===== config.mk =====
export PLATFORM = sky130hd
export DESIGN_NAME = conv_serial_port
export DESIGN_NICKNAME = d
export VERILOG_FILES = /design/src/rtl/conv_port_pkg.sv /design/src/rtl/cport_conv_ctrl.sv /design/src/rtl/cport_tag_delay.sv /design/src/rtl/cport_serializer.sv /design/src/rtl/conv_serial_port.sv
export SDC_FILE = /design/constraint.sdc
export NUM_CORES = 1
export LEC_CHECK = 0
export BUFFER_PORTS_ARGS = -buffer_cell sky130_fd_sc_hd__buf_2
export CAP_MARGIN = 10
export CELL_PAD_IN_SITES_DETAIL_PLACEMENT = 0
export CELL_PAD_IN_SITES_GLOBAL_PLACEMENT = 2
export CORE_ASPECT_RATIO = 1.2
export CORE_MARGIN = 2
export CORE_UTILIZATION = 37
export DETAILED_ROUTE_END_ITERATION = 7
export PLACE_DENSITY = 0.91
export REMOVE_ABC_BUFFERS = 1
export SYNTH_ARGS = -nofsm -noshare
export SYNTH_HDL_FRONTEND = slang
export SYNTH_SLANG_ARGS = --single-unit

===== constraint.sdc =====
create_clock -name clk -period 3.1 [get_ports clk]
set_clock_uncertainty 0.15 [all_clocks]
set_input_delay 0.62 -clock clk [delete_from_list [all_inputs] [get_ports clk]]
set_output_delay 0.62 -clock clk [all_outputs]
set_load 0.05 [all_outputs]

===== src/rtl/conv_port_pkg.sv =====
package conv_port_pkg;
  typedef enum logic {SEQ_IDLE = 1'b0, SEQ_RUN = 1'b1} seq_state_e;
endpackage


===== src/rtl/cport_conv_ctrl.sv =====
module cport_conv_ctrl #(
  parameter int W = 16
) (
  input  logic         clk,
  input  logic         rst_n,
  input  logic         cs_n,
  input  logic         rd_cn,
  input  logic         res_valid,
  input  logic [W-1:0] res_data,
  output logic         res_ready,
  output logic         busy_n,
  output logic [W-1:0] word_q
);
  logic rd_q;
  logic start;

  assign start     = !cs_n && !rd_cn && rd_q && busy_n;
  assign res_ready = !busy_n;

  always_ff @(posedge clk) begin
    if (!rst_n) begin
      rd_q   <= 1'b0;
      busy_n <= 1'b1;
      word_q <= '0;
    end else begin
      rd_q <= rd_cn;
      if (start) begin
        busy_n <= 1'b0;
      end else if (!busy_n && res_valid) begin
        word_q <= res_data;
        busy_n <= 1'b1;
      end
    end
  end

  p_busy_fall_needs_start_r2: assert property (@(posedge clk) disable iff (!rst_n)
    $fell(busy_n) |-> ($past(!cs_n) && $past(!rd_cn)));

  p_handshake_clears_busy_r3: assert property (@(posedge clk) disable iff (!rst_n)
    (res_valid && res_ready) |=> busy_n);
endmodule


===== src/rtl/cport_tag_delay.sv =====
module cport_tag_delay #(
  parameter int DEPTH = 16
) (
  input  logic clk,
  input  logic rst_n,
  input  logic tag_in,
  output logic tag_out
);
  logic [DEPTH-1:0] stage;

  for (genvar i = 0; i < DEPTH; i++) begin : g_stage
    if (i == 0) begin : g_head
      always_ff @(posedge clk) begin
        if (!rst_n) stage[i] <= 1'b0;
        else        stage[i] <= tag_in;
      end
    end else begin : g_body
      always_ff @(posedge clk) begin
        if (!rst_n) stage[i] <= 1'b0;
        else        stage[i] <= stage[i-1];
      end
    end
  end

  assign tag_out = stage[DEPTH-1];
endmodule


===== src/rtl/cport_serializer.sv =====
module cport_serializer
  import conv_port_pkg::*;
#(
  parameter int W = 16
) (
  input  logic         clk,
  input  logic         rst_n,
  input  logic         cs_n,
  input  logic         rd_cn,
  input  logic         busy_n,
  input  logic [W-1:0] word,
  input  logic         tag_dly,
  output logic         data_out,
  output logic         sync_out
);
  localparam int CW   = $clog2(W + 2);
  localparam int IW   = $clog2(W);
  localparam int LAST = W + 1;

  seq_state_e    state;
  logic          armed;
  logic [CW-1:0] cnt;
  logic [CW-1:0] idx;
  logic          read_cond;

  assign read_cond = !cs_n && rd_cn;
  assign idx       = CW'(W) - cnt;

  always_ff @(posedge clk) begin
    if (!rst_n) begin
      state    <= SEQ_IDLE;
      armed    <= 1'b0;
      cnt      <= '0;
      data_out <= 1'b0;
      sync_out <= 1'b0;
    end else begin
      case (state)
        SEQ_IDLE: begin
          data_out <= 1'b0;
          sync_out <= 1'b0;
          if (!read_cond) begin
            armed <= 1'b1;
          end else if (busy_n && armed) begin
            state    <= SEQ_RUN;
            armed    <= 1'b0;
            cnt      <= CW'(1);
            sync_out <= 1'b1;
          end
        end
        default: begin
          sync_out <= 1'b0;
          if (!read_cond) begin
            state    <= SEQ_IDLE;
            armed    <= 1'b1;
            cnt      <= '0;
            data_out <= 1'b0;
          end else if (cnt < CW'(LAST)) begin
            data_out <= word[idx[IW-1:0]];
            cnt      <= cnt + CW'(1);
          end else begin
            data_out <= tag_dly;
          end
        end
      endcase
    end
  end

  p_sync_single_r5: assert property (@(posedge clk) disable iff (!rst_n)
    sync_out |=> !sync_out);

  p_abort_idle_low_r8: assert property (@(posedge clk) disable iff (!rst_n)
    cs_n |=> (!data_out && !sync_out));

  p_sync_needs_result_r9: assert property (@(posedge clk) disable iff (!rst_n)
    sync_out |-> busy_n);
endmodule


===== src/rtl/conv_serial_port.sv =====
module conv_serial_port #(
  parameter int W = 16
) (
  input  logic         clk,
  input  logic         rst_n,
  input  logic         cs_n,
  input  logic         rd_cn,
  input  logic         tag_in,
  input  logic         res_valid,
  input  logic [W-1:0] res_data,
  output logic         res_ready,
  output logic         data_out,
  output logic         sync_out,
  output logic         busy_n
);
  logic [W-1:0] word_q;
  logic         tag_dly;

  cport_conv_ctrl #(.W(W)) u_ctrl (
    .clk(clk), .rst_n(rst_n), .cs_n(cs_n), .rd_cn(rd_cn),
    .res_valid(res_valid), .res_data(res_data), .res_ready(res_ready),
    .busy_n(busy_n), .word_q(word_q)
  );

  cport_tag_delay #(.DEPTH(W)) u_tag (
    .clk(clk), .rst_n(rst_n), .tag_in(tag_in), .tag_out(tag_dly)
  );

  cport_serializer #(.W(W)) u_ser (
    .clk(clk), .rst_n(rst_n), .cs_n(cs_n), .rd_cn(rd_cn), .busy_n(busy_n),
    .word(word_q), .tag_dly(tag_dly), .data_out(data_out), .sync_out(sync_out)
  );
endmodule


==> impl_metrics.ini <==
[timing]
finalCriticalPeriod_ps = 2188
fmax_mhz = 457.1
fin_crit_sh_pct = 70.57
hold_viol_final = 0
worstMarginPinSlew_ps = 530.7
setup_viol = 0
finalSetupTns_ps = 0
relSlewSlack_pct = 64.54
slew_violations = 0
rsz0062_at_grt = false

[yosys]
synth_common_cells = dfxtp_1, nand2_1, a21boi_0
synth_cells = 178
async_reset_ff_share_pct = 0
yosys.area.top_type = dfxtp_1
synth.distinct_cells = 36
syn_area_um2 = 1740
synthMostInstantiatedCell = dfxtp_1
synth-seq-cells = 43
ys_seq_area_share_pct = 49.46
ys.flop_type = dfxtp_1
synth_area_leaders = dfxtp_1, a21boi_0, nand2_1
synth_top_area_share_pct = 49.46
syn_area_per_cell_um2 = 9.778
synth_edf_count = 0
yosysWarningCount = 0

[global_routing]
grt_pass1_wl_mm = 5.154
grt_pass1_vias = 1109
antenna_found_initial = 0
overflow = 0
grt_max_degree = 25
grt.total_usage_pct = 12.79

[finish]
multi_input_area_um2 = 818.3
instances_no_fill = 261
fillers = 457
area.growth.synth_to_final_pct = 14.67
fin_nets = 226
drive_gt1_share_pct = 18.23
ff_latch_area_um2 = 860.8
diodes = 0

[cts]
h-tree-depth = 2
cts_buffers = 5
cts_tree = yes
cts_num_sinks = 43
cts.clk_slew.worst_paths_ps = 80
cts-root-buf = clkbuf_8
cts-resized-gates = 0
hold_buffers = 0
postCtsSetupBuffers = 0
clk_latency_ps = 300
cts_buffer_depth = 2

[floorplanning]
fp.dieH_um = 79.13
boundaryPins = 26
rows = 27
die_area_um2 = 5271
start_util_pct = 38.16
die_w_um = 66.61
coreArea_um2 = 4561

[placed_design]
place_congestion = 0.7135
place_inst = 253
portBuffers = 25
hpwl_mm = 2.124

[power_and_ir_drop]
p_leak_nw = 0.7972
p_seq_share_pct = 58.1
p_int_w = 0.0007431
cellPowerDensity_nw_per_um2 = 488.5
power_frac_comb_pct = 5.6
ir_drop_mv = 0.2535
pwr-share-clk_pct = 36.3
swShare_pct = 23.78
p_sw_w = 0.0002318

[route]
drt-initial-drc-count = 22
antenna_left = 0
wl_mm = 2.993
via_per_inst = 4.697
drc = 0
num_vias = 1226
avgRoutedWirePerCell_um = 11.47
dr.pass1.iters = 6

[setup_path]
critPathArrivalTime_ps = 2200
crit_path_max_fanout = 11
critPathCaptureType = flip-flop
path_class = reg2reg
cp_data_required_time_ps = 3110
worst_setup_path_start_kind = flip-flop

[flow_run]
maxCapViolations = 0

[hold_path]
holdCritPathClass = reg2reg

[status]
status = finished, final reports clean
[area by class of cell]
class	count	share of cell area [%]
Clock buffer	5	3.448
Clock inverter	3	1.003
Inverter	4	0.7524
Multi-Input combinational cell	121	41.00
Sequential cell	43	43.13
Tap cell	58	3.636
Timing Repair Buffer	27	7.022
[metal layers]
metal | up-vias | GRT usage [%] | share of wire [%]
met1 | 547 | 17.44 | 50
met5 | - | 0 | 0
li1 | 653 | - | -
met2 | 20 | 18.60 | 45
met3 | 6 | 3.399 | 3.3
met4 | 0 | 6.122 | 2.0
[sequential cells by signal (all words and copies together) (netlist names)]
name            flops
u_ctrl.busy_n       1
u_ctrl.word_q      16
u_tag.tag_out       1
u_ser.sync_out      1
u_ser.state         1
u_ser.cnt           5
u_tag.stage        15
u_ser.data_out      1
u_ser.armed         1
u_ctrl.rd_q         1
[cell families after synthesis]
logic type               synth area share [%]
multiplexers                            6.614
flip-flops                              49.46
AND/OR/NAND/NOR                         21.64
XOR/XNOR                                1.007
AO/OA/AOI/OAI                           16.32
adder cells (fa/ha/maj)                 1.438
buffers and inverters                   3.522
[power by group through the flow]
stage	logic (W)	clock network, W	registers, W
final	0.0000544	0.000354	0.000567
after global routing	0.0000613	0.000386	0.000568
after CTS	0.0000554	0.000363	0.000567
after detailed placement	0.0000550	0	0.000580
after global placement	0.0000547	0	0.000580
after floorplan	0.0000268	0	0.000580
[stage by stage]
| step | total power, W | setup slack, ps | cell area [um^2] | util, % | hold WS, ps |
|---|---|---|---|---|---|
| 2_1_floorplan | 0.0006069 | 1112 | 1694 | - | 261.8 |
| 3_3_place_gp | 0.0006344 | 985.5 | 1907 | 41.81 | 263.8 |
| 3_5_place_dp | 0.0006348 | 925.9 | 1907 | 41.81 | 270.0 |
| 4_1_cts | 0.0009848 | 908.6 | 1996 | 43.76 | 293.2 |
| 5_1_grt | 0.001015 | 760.9 | 1996 | 43.76 | 299.4 |
| 6_report | 0.0009749 | 912.4 | 1996 | 43.76 | 289.3 |
[path summary, 6_finish.rpt]
check	from	to	slack, ps	cells after the start
min reg2reg	u_tag.stage[4]	u_tag.stage[5]	290	1
max	u_ser.cnt[0]	u_ser.data_out	910	6
max reg2reg	u_ser.cnt[0]	u_ser.data_out	910	6
min	u_tag.stage[4]	u_tag.stage[5]	290	1
[cell usage in the layout, fill, tap and decap left out]
master      instances
a21boi_0           20
a21o_1              1
a21oi_1             2
and2_1             17
and3_1              4
and4b_1             1
buf_2              25
buf_4               2
clkbuf_8            5
clkinv_2            1
clkinvlp_4          2
dfxtp_1            43
ha_1                2
inv_1               4
mux2i_1             1
mux4_1              4
nand2_1            38
nand3_1             1
nand3b_1            1
nand4b_1            1
nor2_1              5
nor2b_1             4
nor3_1              1
nor4b_1             1
o2111ai_1           1
o211ai_1            1
o21a_1              1
o21ai_0             4
o21bai_1            1
o221ai_1            1
o22ai_2             1
o311ai_0            1
o31ai_1             1
o41ai_4             1
or3_1               1
or4_1               1
xnor2_1             1
xor2_1              1
[worst max-delay path, cell delays in order (launching register included)]
cell and delay, ps:
dfxtp_1 610, inv_1 120, ha_1 370, mux4_1 280, and3_1 180, o2111ai_1 180
o311ai_0 160
No activity file was read; power rests on OpenSTA's default activity.
